==> src/rtl/chg_pkg.sv <==
package chg_pkg;
  typedef enum logic [1:0] {
    GRP_IEN  = 2'd0,
    GRP_PU   = 2'd1,
    GRP_PIN  = 2'd2,
    GRP_STAT = 2'd3
  } chg_grp_e;

  function automatic int words_for(input int n, input int w);
    return (n + w - 1) / w;
  endfunction

  function automatic int idx_w_for(input int n, input int w);
    return (words_for(n, w) > 1) ? $clog2(words_for(n, w)) : 1;
  endfunction

  function automatic int addr_w_for(input int n, input int w);
    return 2 + idx_w_for(n, w);
  endfunction
endpackage

==> src/rtl/chg_sync.sv <==
module chg_sync #(
  parameter int W = 1
) (
  input  logic         clk_i,
  input  logic         rst_ni,
  input  logic [W-1:0] d_i,
  output logic [W-1:0] q_o
);
  logic [W-1:0] s1_q, s2_q;

  always_ff @(posedge clk_i or negedge rst_ni) begin
    if (!rst_ni) begin
      s1_q <= '0;
      s2_q <= '0;
    end else begin
      s1_q <= d_i;
      s2_q <= s1_q;
    end
  end

  assign q_o = s2_q;
endmodule

==> src/rtl/chg_detect.sv <==
module chg_detect #(
  parameter int N = 21
) (
  input  logic         clk_i,
  input  logic         rst_ni,
  input  logic [N-1:0] pins_i,
  input  logic [N-1:0] pins_sync_i,
  input  logic [N-1:0] ien_i,
  input  logic         load_i,
  output logic [N-1:0] mismatch_o
);
  logic [N-1:0] ref_q;

  always_ff @(posedge clk_i or negedge rst_ni) begin
    if (!rst_ni)     ref_q <= '0;
    else if (load_i) ref_q <= pins_sync_i;
  end

  // clock-free compare path, valid while clk_i is stopped
  assign mismatch_o = (pins_i ^ ref_q) & ien_i;

  a_r7_reload_ref: assert property (@(posedge clk_i) disable iff (!rst_ni)
    load_i |=> (ref_q == $past(pins_sync_i)));
endmodule

==> src/rtl/chg_regs.sv <==
module chg_regs
  import chg_pkg::*;
#(
  parameter int N      = 21,
  parameter int REG_W  = 16,
  parameter int ADDR_W = addr_w_for(N, REG_W)
) (
  input  logic              clk_i,
  input  logic              rst_ni,
  input  logic              wr_i,
  input  logic              rd_i,
  input  logic [ADDR_W-1:0] addr_i,
  input  logic [REG_W-1:0]  wdata_i,
  input  logic [N-1:0]      pins_sync_i,
  input  logic              flag_i,
  output logic [N-1:0]      ien_o,
  output logic [N-1:0]      pu_o,
  output logic [REG_W-1:0]  rdata_o,
  output logic              load_o,
  output logic              clr_o
);
  localparam int N_WORDS = words_for(N, REG_W);
  localparam int PAD_W   = N_WORDS * REG_W;
  localparam int IDX_W   = idx_w_for(N, REG_W);

  chg_grp_e         grp;
  logic [IDX_W-1:0] idx;
  logic [N_WORDS-1:0] idx_hit;
  logic [PAD_W-1:0] ien_q, pu_q, pin_pad;
  logic [REG_W-1:0] ien_w, pu_w, pin_w;

  assign grp = chg_grp_e'(addr_i[ADDR_W-1 -: 2]);
  assign idx = addr_i[IDX_W-1:0];

  for (genvar w = 0; w < N_WORDS; w++) begin : g_hit
    assign idx_hit[w] = (int'(idx) == w);
  end

  for (genvar b = 0; b < PAD_W; b++) begin : g_bit
    if (b < N) begin : g_used
      always_ff @(posedge clk_i or negedge rst_ni) begin
        if (!rst_ni) begin
          ien_q[b] <= 1'b0;
          pu_q[b]  <= 1'b0;
        end else if (wr_i && idx_hit[b / REG_W]) begin
          if (grp == GRP_IEN) ien_q[b] <= wdata_i[b % REG_W];
          if (grp == GRP_PU)  pu_q[b]  <= wdata_i[b % REG_W];
        end
      end
    end else begin : g_pad
      assign ien_q[b] = 1'b0;
      assign pu_q[b]  = 1'b0;
    end
  end

  always_comb begin
    pin_pad = '0;
    pin_pad[N-1:0] = pins_sync_i;
  end

  always_comb begin
    ien_w = '0;
    pu_w  = '0;
    pin_w = '0;
    for (int w = 0; w < N_WORDS; w++) begin
      if (idx_hit[w]) begin
        ien_w = ien_q[w*REG_W +: REG_W];
        pu_w  = pu_q[w*REG_W +: REG_W];
        pin_w = pin_pad[w*REG_W +: REG_W];
      end
    end
  end

  always_comb begin
    unique case (grp)
      GRP_IEN: rdata_o = ien_w;
      GRP_PU:  rdata_o = pu_w;
      GRP_PIN: rdata_o = pin_w;
      default: rdata_o = {{(REG_W-1){1'b0}}, flag_i};
    endcase
  end

  assign ien_o  = ien_q[N-1:0];
  assign pu_o   = pu_q[N-1:0];
  assign load_o = rd_i && (grp == GRP_PIN);
  assign clr_o  = wr_i && (grp == GRP_STAT) && wdata_i[0];

  if (N % REG_W != 0) begin : g_hi_chk
    localparam int TOP_USED = N - (N_WORDS - 1) * REG_W;
    a_r2_hi_bits_zero: assert property (@(posedge clk_i) disable iff (!rst_ni)
      (grp != GRP_STAT && idx_hit[N_WORDS-1]) |-> (rdata_o[REG_W-1:TOP_USED] == '0));
  end
endmodule

==> src/rtl/chg_notify.sv <==
module chg_notify
  import chg_pkg::*;
#(
  parameter int N_PINS = 21,
  parameter int REG_W  = 16
) (
  input  logic                                  clk_i,
  input  logic                                  rst_ni,
  input  logic [N_PINS-1:0]                     pins_i,
  input  logic [N_PINS-1:0]                     dig_out_i,
  input  logic                                  reg_wr_i,
  input  logic                                  reg_rd_i,
  input  logic [addr_w_for(N_PINS, REG_W)-1:0]  reg_addr_i,
  input  logic [REG_W-1:0]                      reg_wdata_i,
  output logic [REG_W-1:0]                      reg_rdata_o,
  output logic [N_PINS-1:0]                     pu_en_o,
  output logic                                  wake_o,
  output logic                                  irq_o
);
  localparam int ADDR_W = addr_w_for(N_PINS, REG_W);

  logic [N_PINS-1:0] pins_s, ien, pu, mism;
  logic load, clr, mism_s, flag_q;

  chg_sync #(.W(N_PINS)) u_pin_sync (
    .clk_i(clk_i), .rst_ni(rst_ni), .d_i(pins_i), .q_o(pins_s)
  );

  chg_regs #(.N(N_PINS), .REG_W(REG_W), .ADDR_W(ADDR_W)) u_regs (
    .clk_i(clk_i), .rst_ni(rst_ni), .wr_i(reg_wr_i), .rd_i(reg_rd_i),
    .addr_i(reg_addr_i), .wdata_i(reg_wdata_i), .pins_sync_i(pins_s),
    .flag_i(flag_q), .ien_o(ien), .pu_o(pu), .rdata_o(reg_rdata_o),
    .load_o(load), .clr_o(clr)
  );

  chg_detect #(.N(N_PINS)) u_detect (
    .clk_i(clk_i), .rst_ni(rst_ni), .pins_i(pins_i), .pins_sync_i(pins_s),
    .ien_i(ien), .load_i(load), .mismatch_o(mism)
  );

  assign wake_o = |mism;

  chg_sync #(.W(1)) u_mism_sync (
    .clk_i(clk_i), .rst_ni(rst_ni), .d_i(wake_o), .q_o(mism_s)
  );

  // clear has priority; a persisting mismatch re-sets on the next edge
  always_ff @(posedge clk_i or negedge rst_ni) begin
    if (!rst_ni)     flag_q <= 1'b0;
    else if (clr)    flag_q <= 1'b0;
    else if (mism_s) flag_q <= 1'b1;
  end

  assign irq_o   = flag_q;
  assign pu_en_o = pu & ~dig_out_i;

  a_r5_flag_from_sync: assert property (@(posedge clk_i) disable iff (!rst_ni)
    $rose(flag_q) |-> $past(mism_s));
  a_r6_flag_sticky: assert property (@(posedge clk_i) disable iff (!rst_ni)
    (flag_q && !clr) |=> flag_q);
  a_r9_clear_wins: assert property (@(posedge clk_i) disable iff (!rst_ni)
    clr |=> !flag_q);
endmodule

==> config.mk <==
export PLATFORM = sky130hd
export DESIGN_NAME = chg_notify
export DESIGN_NICKNAME = d
export VERILOG_FILES = /design/src/rtl/chg_pkg.sv /design/src/rtl/chg_sync.sv /design/src/rtl/chg_detect.sv /design/src/rtl/chg_regs.sv /design/src/rtl/chg_notify.sv
export SDC_FILE = /design/constraint.sdc
export NUM_CORES = 1
export LEC_CHECK = 0
export CAP_MARGIN = 10
export CORE_MARGIN = 2
export CORE_UTILIZATION = 50
export CTS_CLUSTER_DIAMETER = 150
export DETAILED_ROUTE_END_ITERATION = 8
export GPL_ROUTABILITY_DRIVEN = 0
export GPL_TIMING_DRIVEN = 0
export PLACE_DENSITY_LB_ADDON = 0.25
export SLEW_MARGIN = 0
export SYNTH_ARGS = -nofsm -noshare
export SYNTH_HDL_FRONTEND = slang
export SYNTH_SLANG_ARGS = --single-unit
==> constraint.sdc <==
create_clock -name clk_i -period 2.04 [get_ports clk_i]
set_clock_uncertainty 0.15 [all_clocks]
set_input_delay 0.306 -clock clk_i [delete_from_list [all_inputs] [get_ports clk_i]]
set_output_delay 0.306 -clock clk_i [all_outputs]
set_load 0.005 [all_outputs]
==> results of run 1 <==
[cell type report]
class	count	area share [%]
Sequential cell	108	44.36
Tap cell	108	2.218
Timing Repair Buffer	120	18.92
Buffer	16	2.403
Clock buffer	10	2.095
Multi-Input combinational cell	204	28.98
Clock inverter	5	1.027
[synthesized netlist by cell type]
cell	instances
sky130_fd_sc_hd__nand2_1	2
sky130_fd_sc_hd__xor2_1	21
sky130_fd_sc_hd__o21ai_0	1
sky130_fd_sc_hd__mux2_2	54
sky130_fd_sc_hd__a222oi_1	1
sky130_fd_sc_hd__buf_2	8
sky130_fd_sc_hd__nor2b_1	22
sky130_fd_sc_hd__nand4_1	1
sky130_fd_sc_hd__mux2i_1	20
sky130_fd_sc_hd__nand3_1	2
sky130_fd_sc_hd__or3_1	1
sky130_fd_sc_hd__clkbuf_1	4
sky130_fd_sc_hd__mux2_4	10
sky130_fd_sc_hd__a22oi_1	9
sky130_fd_sc_hd__buf_6	3
sky130_fd_sc_hd__nor2_1	31
sky130_fd_sc_hd__dfrtp_1	108
sky130_fd_sc_hd__a41oi_1	1
sky130_fd_sc_hd__mux4_2	1
sky130_fd_sc_hd__a21oi_1	19
sky130_fd_sc_hd__nand4b_1	1
sky130_fd_sc_hd__and4bb_2	2
sky130_fd_sc_hd__buf_8	1
sky130_fd_sc_hd__nor4b_4	1
sky130_fd_sc_hd__a211oi_1	4
[path summary, 6_finish.rpt]
kind | from | to | slack (ps)
hold reg to reg | u_pin_sync.s1_q[2] | u_pin_sync.q_o[2] | 210
min in group asynchronous | rst_ni | u_regs.ien_o[4] | 320
hold / removal | pins_i[0] | u_pin_sync.s1_q[0] | 60
max in group asynchronous | rst_ni | u_regs.pu_o[5] | 720
setup reg to reg | u_detect.ref_q[0] | u_mism_sync.s1_q | 290
setup / recovery | u_detect.ref_q[0] | wake_o | -370
[registers in the layout, indices dropped and copies added (netlist names)]
signal	count
u_regs.pu_o	21
u_mism_sync.s1_q	1
u_regs.ien_o	21
u_detect.ref_q	21
u_mism_sync.q_o	1
irq_o	1
u_pin_sync.s1_q	21
u_pin_sync.q_o	21
[cell families (layout without fill, tap and decap cells)]
| kind of cell | Yosys count | after routing | synth area share [%] |
|---|---|---|---|
| flops | 108 | 108 | 59.67 |
| mux | 85 | 85 | 21.66 |
| simple gates | 63 | 63 | 7.541 |
| compound gates | 35 | 35 | 4.779 |
| xor+xnor | 21 | 21 | 4.061 |
| buf+inv | 16 | 151 | 2.293 |
[routing by layer]
layer  global-route usage (%)  routed length, µm  up-vias
met1                    29.98               4588     1562
met2                    36.90               5273       90
met4                    7.376                143        0
met5                        0                  0        -
li1                         -                  -     1398
met3                    3.233                525       10
[power by group through the flow]
stage	Combinational (mW)	Sequential (mW)	Clock, mW
2_1_floorplan	0.627	2.63	0
3_3_place_gp	1.07	2.70	0
3_5_place_dp	1.11	2.71	0
4_1_cts	1.20	2.66	1.29
5_1_grt	1.32	2.70	1.37
6_report	1.22	2.67	1.27
[through the flow]
step,cells,total power [mW],setup WS [ps],instance area (µm²)
2_1_floorplan,328,3.261,272.5,4529
3_3_place_gp,536,3.768,-3324,5665
3_5_place_dp,537,3.824,-745.5,5690
4_1_cts,567,5.143,-394.5,6037
5_1_grt,571,5.399,-478.4,6092
6_report,571,5.153,-373.1,6092
[what timing repair did]
item,in CTS,in global routing
endpoints found under the setup margin,17,10
pin swaps,7,1
gates resized for setup,42,14
buffers inserted,14,4
hold endpoints to repair,41,0
hold buffers,1,0
==> results, run 1 <==
- The number of endpoints with negative hold slack in the final report came to 0.
- The detailed-route wire length is 10530 µm.
- The sequential standard cell area is 0.002703 mm².
- Based on the critical path, the design can be clocked at up to 414.4 MHz.
- Counting the fill cells in the layout gives 632.
- The maximum number of pins on one net before global-route repair is 68.
- Across all layers, the routed design uses 3060 vias.
- The wire-length estimate of the detail-placed layout is 7281 µm.
- The number of I/O port buffers is 100.
- The worst path buffer plus inverter count is 1.
- The minimum period implied by the final worst setup slack is 2413 ps.
- The total global routing overflow is 0.
- VDD sags by at most 0.0005557 V.
- The transition at the pin with the smallest max-transition slack is 711.4 ps.
- The slowest cell on the critical path is sky130_fd_sc_hd__or3_4.
- The internal portion of total power is 3.776 mW.
- The post-route worst hold slack is 57.80 ps.
- Of the total power, the share spent switching nets is 26.73%.
- The total inserted antenna cells is 0.
- The fraction of power consumed by sequential logic is 51.7%.
- After layout, the worst setup slack is -373.1 ps.
- In this run the number of H-tree levels came out at 3.
- The path length in cells of the critical path is 5.
- The checks that failed: negative setup slack.
- STA puts the critical path data required time at 1580 ps.
- Setup violations remaining at the end of the flow were counted as 2.
- For this run, the post-layout net count is 524.
- The path class of the tightest hold or removal check is input port to flop.
- The floorplan die height is 99.18 µm.
- The number of vias per cell is 5.359.
- The count of antenna-violating nets left after detailed routing is 0.
- After synthesis, the largest area contributor takes up 59.67% of total cell area.
- The class of the most critical setup path is flop to output port.
- Once layout is complete, the utilization of the core stands at 69.52%.
- Each instance of the synthesized netlist takes up on average 13.81 µm².
- The max capacitance violation total is 0.
- Leaving out fill and tap cells, the most frequent cells in the layout are 108 x sky130_fd_sc_hd__dfrtp_1, 81 x sky130_fd_sc_hd__clkdlybuf4s50_1, 53 x sky130_fd_sc_hd__mux2_2.
- The launching element type of the critical path is a flop.
- Synthesis produced a netlist with a net count of 393.
- The accumulated negative setup slack is -403.5 ps.
- The first global-routing pass estimated 16600 µm of wire.
- Counting the buffers created by CTS gives 9.
- After detailed routing, the number of remaining DRC violations is 0.
- The part of the power in the clock network is 24.7%.
- The proportion of power drawn by combinational gates is 23.6%.
- Before antenna repair, the detailed router went through 4 iterations.
- In the post-synthesis netlist, the biggest area contributors are sky130_fd_sc_hd__dfrtp_1 60%, sky130_fd_sc_hd__mux2_2 13%, sky130_fd_sc_hd__mux2i_1 4.4%, sky130_fd_sc_hd__xor2_1 4.1%, sky130_fd_sc_hd__mux2_4 3.3%.
- Setup repair after global routing could not meet its margin everywhere.
- Among cell families on the critical path, the largest total delay comes from simple AND/OR/NAND/NOR gates.
- The via count of the first global-routing pass is 3250.
- The cell area power density is 845.9 mW/mm².
- The count of unique library cells instantiated by Yosys is 25.
- The leading cell type in the layout, fill and taps excluded is sky130_fd_sc_hd__dfrtp_1.
- In this run the static leakage power is 2.691 nW.
- The clock input transition at the sequential cells of the worst setup and hold paths is 100 ps.
- The full die area is 0.009836 mm².
- The normalized max-slew margin is 52.37%.
- The effective utilization at floorplan is 51.68%.
- The tree built by TritonCTS fans out to 108 sinks.
- The biggest area contributor in the post-synthesis netlist is sky130_fd_sc_hd__dfrtp_1.
- The critical path goes through xor2_1 -> a222oi_1 -> nand3_1 -> or3_4 -> buf_6.
- The count of mapped cells out of synthesis is 328.
- The worst hold path stage count is 1.
- In the global route stage, overall resource usage came out at 22.08%.
- After floorplanning, the core was sized to cover 0.008763 mm².
- The initial antenna violation count is 0.
- The run finished, with violations left.
- For this run, the number of Yosys warnings is 0.
- Clock latency on the worst-skew pair, taken at its later pin, is 360 ps.
- The cell area after technology mapping is 0.004529 mm².
- The number of standard-cell rows in the floorplan is 34.
- The share of post-route cells with drive strength above 1 is 28.08%.
- Dividing the detail-routed wire length by the instance count gives 18.44 µm.
- The maximum buffer depth of the clock tree is 2.
- The worst setup path is captured at an output port.
- Sequential elements use 59.67% of the synthesized area.
- The area growth from synthesis to layout is 34.50%.
- The switching power of the nets is 1.378 mW.
- Data on the critical path arrives at its endpoint at 1960 ps.
- The post-synthesis sequential element count is 108.
- The total I/O pin count is 104.
- TritonCTS built the clock tree.
- Along the worst path, the maximum fanout reaches 2.
- The ratio of final minimum period to clock period is 118.3%.
- In this run the horizontal extent of the chip is 99.18 µm.
- The peak per-stage delay on the critical path is 410 ps.
- The worst-case reg-to-reg path depth is 4.
- The starting DRC count in detailed routing is 136.
- The cell at the root of the clock tree is sky130_fd_sc_hd__clkbuf_8.
- The max-slew violation count came to 0.
- The multi-input gate area in the final layout is 0.001765 mm².
(Power assumes the default switching activity.)
==> run 2, diff against run 1 <==
Settings changed: CORE_MARGIN 2 to not set, CTS_CLUSTER_SIZE set to 20.
==> run 2 against run 1 <==
Effect of this change:
- critical path depth did not move
- combinational power barely moved
- setup slack improved by 12 ps
- clock-buffer cell count rose by 1
- die area fell by 4.0%
- sequential share of layout area fell by 0.064 points
- the run still ends with negative setup slack left
- power rose by 0.93%
- critical path type unchanged
- maximum frequency rose by 0.51%
==> results, run 2 (synthesized netlist as in run 1, its figures left out) <==
- The run finished, with violations left.
- The checks that failed: negative setup slack.
- Net switching is 26.18% of the power.
- Detailed routing inserted a total of 3050 vias.
- The die width is 97.18 µm.
- The floorplan die height is 97.18 µm.
- Setup repair after global routing could not meet its margin everywhere.
- The number of endpoints with negative hold slack in the final report is 0.
- After layout, the worst setup slack is -360.8 ps.
- After the first detailed-routing iteration, the DRC count stood at 103.
- Once the floorplan was initialized, standard cells occupied 51.68% of the core.
- STA puts the critical path data required time at 1580 ps.
- Once layout is complete, the utilization of the core stands at 69.62%.
- The number of standard-cell rows in the floorplan is 34.
- The clock input transition at the sequential cells of the worst setup and hold paths is 100 ps.
- Measured in cells, the most critical reg-to-reg path has a length of 4.
- The tree is rooted in a sky130_fd_sc_hd__clkbuf_8.
- Entering global routing, the biggest net connects 70 pins.
- The full die area is 0.009443 mm².
- The routed wire length per instance is 17.78 µm.
- The post-route worst hold slack is 191.6 ps.
- Global routing finished with a remaining overflow of 0.
- Once detail routing completed, the nets flagged for antenna violations numbered 0.
- Derived from the worst setup path, the maximum achievable clock frequency is 416.5 MHz.
- In this run the number of H-tree levels came out at 3.
- The total I/O pin count is 104.
- The leading cell type in the layout, fill and taps excluded is sky130_fd_sc_hd__dfrtp_1.
- The repair_antennas step left the layout with diodes totalling 0.
- IR analysis of the VDD net gives a maximum drop of 0.0003780 V.
- The share of post-route cells with drive strength above 1 is 28.14%.
- The static leakage is 2.698 nW.
- The routed design has 10130 µm of wire.
- Adding up every negative setup slack in the final design gives -422.2 ps.
- The first-pass iteration count of the detailed router is 6.
- The type of the most critical hold path is flop to flop.
- Per report_power, the clock group accounts for 25.7% of the total.
- The proportion of power drawn by combinational gates is 23.2%.
- The analysis attributes to net switching a power of 1.362 mW.
- The CTS tree is built.
- The number of fillers in the final layout is 633.
- The library cells used most frequently in the layout, excluding fill and tap cells, are 108 x sky130_fd_sc_hd__dfrtp_1, 82 x sky130_fd_sc_hd__clkdlybuf4s50_1, 53 x sky130_fd_sc_hd__mux2_2.
- The worst-case register-to-register setup slack is 320 ps.
- After detailed routing, the number of vias per cell comes to 5.351.
- The multi-input gate area in the final layout is 0.001762 mm².
- The arrival time of data at the critical path endpoint is 1940 ps.
- Along the worst path, the maximum fanout reaches 2.
- The class of the most critical setup path is flop to output port.
- The element type at the critical path end is an output port.
- The core region is 0.008763 mm².
- For this design the ratio of total power to cell area is 852.6 mW/mm².
- The standard cell area after detailed placement is 0.005690 mm².
- The finished cells cover 0.006101 mm².
- The area growth from synthesis to layout is 34.70%.
- The post-layout total power is 5.202 mW.
- Setup violations remaining at the end of the flow were counted as 2.
- The worst hold path endpoint is u_pin_sync.q_o[4].
- The endpoint of the most critical register-to-register path is u_mism_sync.s1_q.
- The maximum buffer depth of the clock tree is 2.
- The transition at the pin with the smallest max-transition slack is 693.3 ps.
- The internal portion of total power is 3.840 mW.
- The worst hold path stage count is 0.
- In the finished design, the share of the clock period the worst path needs comes to 117.7%.
- The aggregate global-route resource usage is 22.71%.
- Across the run, the number of max-cap violations was 0.
- The sequential standard cell area is 0.002703 mm².
- The number of sinks driven by the clock tree is 108.
- The initial antenna violation count is 0.
- The reg-to-reg critical path startpoint is u_detect.ref_q[0].
- The minimum period implied by the final worst setup slack is 2401 ps.
- The detailed-route DRC error count is 0.
- The number of I/O port buffers is 100.
- The worst pin sits at a relative slew slack of 53.58%.
- The net count of the finished layout is 522.
- Counting the buffers created by CTS gives 9.
- The first-pass GRT wire length is 16240 µm.
- The via count of the first global-routing pass is 3165.
- The source-to-sink clock delay at the later pin of the worst-skew pair is 370 ps.
- The max-slew violation count is 0.
- In this run the most critical hold path is launched from u_pin_sync.s1_q[4].
- The HPWL reported at the end of detailed placement is 6940 µm.
- Per report_power, the sequential group accounts for 51.1% of the total.
- The launching element type of the critical path is a flop.
run 2: worst max-delay path, cell delays in order (launching register included):
cell and delay [ps]:
sky130_fd_sc_hd__dfrtp_1 410, sky130_fd_sc_hd__xor2_1 150, sky130_fd_sc_hd__a222oi_1 410, sky130_fd_sc_hd__nand3_1 120, sky130_fd_sc_hd__or3_4 360, sky130_fd_sc_hd__buf_6 130
run 2: worst max path at each step:
stage	end	from	depth (start not counted)
after floorplan	wake_o	u_detect.ref_q[0]	4
after global placement	u_pin_sync.s1_q[3]	rst_ni	1
after detailed placement	wake_o	pins_i[0]	6
after CTS	wake_o	u_detect.ref_q[0]	5
after global routing	wake_o	u_detect.ref_q[0]	5
final	wake_o	u_detect.ref_q[0]	5
run 2: area by class of cell:
class	count	share of cell area [%]
sequential	108	44.30
tap	108	2.215
buffer	16	2.420
clock inverter	5	0.9844
clock buffer	11	2.482
timing repair buffer	118	18.72
multi-input combinational	204	28.88
run 2: routing by layer:
metal	part of all wire (%)	vias up	global-route usage [%]
li1	-	1402	-
met1	44	1560	30.71
met2	50	77	37.32
met3	4.7	11	5.036
met4	1.2	0	5.970
met5	0	-	0
run 2: power by group through the flow:
stage / clock, mW / combinational, mW / sequential, mW
2_1_floorplan: 0 / 0.627 / 2.63
3_3_place_gp: 0 / 1.07 / 2.69
3_5_place_dp: 0 / 1.10 / 2.71
4_1_cts: 1.36 / 1.19 / 2.65
5_1_grt: 1.46 / 1.31 / 2.70
6_report: 1.34 / 1.21 / 2.66
run 2: stage by stage:
step | worst slack (ps) | cells
3_3_place_gp | -3405 | 536
3_5_place_dp | -748.4 | 537
4_1_cts | -367.9 | 568
6_report | -360.8 | 570
5_1_grt | -475.7 | 570
2_1_floorplan | 272.5 | 328
run 2: timing repair:
item / 4_1_cts / 5_1_grt
hold endpoints to repair: 39 / 0
setup endpoints to repair: 17 / 10
buffers inserted: 14 / 3
gates resized for setup: 43 / 15
hold buffers: 1 / 0
pin swaps: 8 / 7
==> run 3, diff against run 2 <==
Settings changed: CORE_UTILIZATION 50 to 45, CTS_CLUSTER_DIAMETER 150 to 30.
==> run 3 against run 2 <==
Effect of this change:
- the flow still finishes with violations (negative setup slack)
- first-iteration DRC count shrank 50%
- sequential share of layout area is essentially flat
- register-to-register slack gained 30 ps
- final cell count grew 4.0%
- final area is essentially flat
- setup slack gained 31 ps
- utilization shrank 7.2 points
- die area grew 11%
- sequential cell count is the same
- critical endpoint unchanged
==> results, run 3 (synthesized netlist as in run 1, its figures left out) <==
- The flow ran to the end, but the final reports show violations.
- The checks that failed: negative setup slack.
- The detailed-route wire length is 10380 µm.
- The source-to-sink clock delay at the later pin of the worst-skew pair is 370 ps.
- The type of the most critical hold path is flop to flop.
- Data on the critical path is required at its endpoint by 1580 ps.
- The area of the core region is 0.009774 mm².
- The sequential standard cell area is 0.002703 mm².
- The highest attainable clock frequency is 422.0 MHz.
- The first-pass iteration count of the detailed router is 4.
- The total I/O pin count is 104.
- The H-tree depth is 3.
- Adding up every negative setup slack in the final design gives -357.2 ps.
- The area added between synthesis and finish is 34.64%.
- The aggregate global-route resource usage is 21.01%.
- The peak per-stage delay on the critical path is 410 ps.
- The detailed-route DRC error count is 0.
- The final count of negative-setup-slack endpoints is 2.
- The number of buffers added by the clock tree synthesis step is 9.
- The worst setup path is captured at an output port.
- In this run the remaining antenna-violating nets after routing total 0.
- The startpoint of the most critical setup path is u_detect.ref_q[0].
- The CTS tree is built.
- The repair_antennas step left the layout with diodes totalling 0.
- The number of endpoints with negative hold slack in the final report is 0.
- The number of vias per cell is 5.083.
- On the critical path the largest part of the delay comes from simple AND/OR/NAND/NOR gates.
- The die width is 102.3 µm.
- The number of fillers in the final layout is 807.
- In this run the worst path has a maximum fanout of 2.
- The signal on the critical path passes through xor2_1 -> a222oi_1 -> nand3_1 -> or3_4 -> buf_6.
- The library cell used most frequently in the layout, excluding fill and tap cells, is sky130_fd_sc_hd__dfrtp_1.
- Setup repair after global routing could not meet its margin everywhere.
- The clock input transition at the sequential cells of the worst setup and hold paths is 100 ps.
- The startpoint identified for the worst register-to-register timing path is u_detect.ref_q[0].
- Across all setup checks in the final design, the least slack found is -329.5 ps.
- In the final layout, the multi-input gates occupy 0.001758 mm².
- The launch point of the worst hold path is u_pin_sync.s1_q[2].
- Power spread over the standard cell area amounts to 841.6 mW/mm².
- The transition at the pin with the smallest max-transition slack is 680.9 ps.
- The via count of the first global-routing pass is 3126.
- Along the worst hold path, the cell count comes to 0.
- In this run the clock root is driven by a sky130_fd_sc_hd__clkbuf_8.
- In the final layout, the share of cells above drive strength 1 is 26.96%.
- The ratio of final minimum period to clock period is 116.2%.
- Dividing the detail-routed wire length by the instance count gives 17.51 µm.
- Across all layers, the routed design uses 3014 vias.
- The arrival time of data at the critical path endpoint is 1910 ps.
- The net count of the finished layout is 520.
- Measured against its own limit, the worst slew margin works out to 54.41%.
- The total global routing overflow is 0.
- Leaving out fill and tap cells, the most frequent cells in the layout are 108 x sky130_fd_sc_hd__dfrtp_1, 82 x sky130_fd_sc_hd__clkdlybuf4s50_1, 53 x sky130_fd_sc_hd__mux2_2.
- The clock drives 108 sinks.
- Entering global routing, the biggest net connects 60 pins.
- The static leakage is 2.679 nW.
- The worst-case setup slack after placement is -725.1 ps.
- The tool flagged a number of max-cap violations equal to 0.
- The clock passes through at most 2 buffers.
- IR analysis of the VDD net gives a maximum drop of 0.0003955 V.
- The wire-length estimate of the detail-placed layout is 7216 µm.
- The initial antenna violation count is 0.
- The first global-routing pass estimated 16100 µm of wire.
- The path length in cells of the critical path is 5.
- The worst-case reg-to-reg path depth is 4.
- For this configuration, the core starts out at a cell density of 46.34%.
- The class of the most critical setup path is flop to output port.
- After the first detailed-routing iteration, the DRC count stood at 52.
- The launching element type of the critical path is a flop.
- The number of I/O port buffers is 100.
- The floorplan die height is 102.3 µm.
- The number of buffers and inverters on the critical path is 1.
- For this design, the slowest cell found on the critical path is sky130_fd_sc_hd__dfrtp_1.
- The full die area is 0.01047 mm².
- The max-slew violation count is 0.
- The smallest clock period supported by the final layout is computed as 2370 ps.
- The number of standard-cell rows in the floorplan is 36.
-- run 3: per-stage QoR --
step	cell area (µm²)	cells	total power [mW]	utilization, %	hold slack (ps)
6_report	6098	593	5.132	62.39	207.4
5_1_grt	6098	593	5.393	62.39	216.0
4_1_cts	6073	592	5.155	62.14	206.8
3_5_place_dp	5722	562	3.817	58.54	184.7
3_3_place_gp	5697	561	3.768	58.28	182.6
2_1_floorplan	4529	328	3.261	-	-139.6
-- run 3: path summary, 6_finish.rpt --
kind	end	slack (ps)
setup / recovery	wake_o	-330
hold / removal	u_pin_sync.q_o[2]	210
setup reg to reg	u_mism_sync.s1_q	350
hold reg to reg	u_pin_sync.q_o[2]	210
max in group asynchronous	u_regs.pu_o[0]	690
min in group asynchronous	u_pin_sync.q_o[14]	350
-- run 3: power by group --
group          leakage [nW]  internal (mW)  switching [mW]  total (mW)
registers              1.27           2.45           0.215        2.66
clock network        0.0969          0.504           0.770        1.27
logic                  1.31          0.754           0.443        1.20
total                  2.68           3.71            1.43        5.13
-- run 3: timing repair --
action / CTS / global route
hold buffers: 1 / 0
cloned: 0 / 0
buffers inserted: 13 / 1
setup endpoints to repair: 17 / 6
pin swaps: 8 / 5
gates resized for setup: 48 / 4
endpoints found under the hold margin: 49 / 0
-- run 3: metal layers --
| metal | global-route usage, % | part of all wire (%) | vias to the layer above | routed length (µm) |
|---|---|---|---|---|
| met5 | 0 | 0 | - | 0 |
| met2 | 35.16 | 51 | 77 | 5284 |
| met1 | 28.68 | 44 | 1533 | 4617 |
| li1 | - | - | 1399 | - |
| met3 | 3.557 | 3.9 | 5 | 403 |
| met4 | 5.165 | 0.75 | 0 | 78 |
-- run 3: final cells by class --
type                    instances  area share, %
flip-flops and latches        108          44.32
multi-input cells             204          28.83
repair buffers                116          18.49
well taps                     133          2.729
plain buffers                  16          2.462
clock buffers                  10          2.257
clock inverters                 6         0.9233
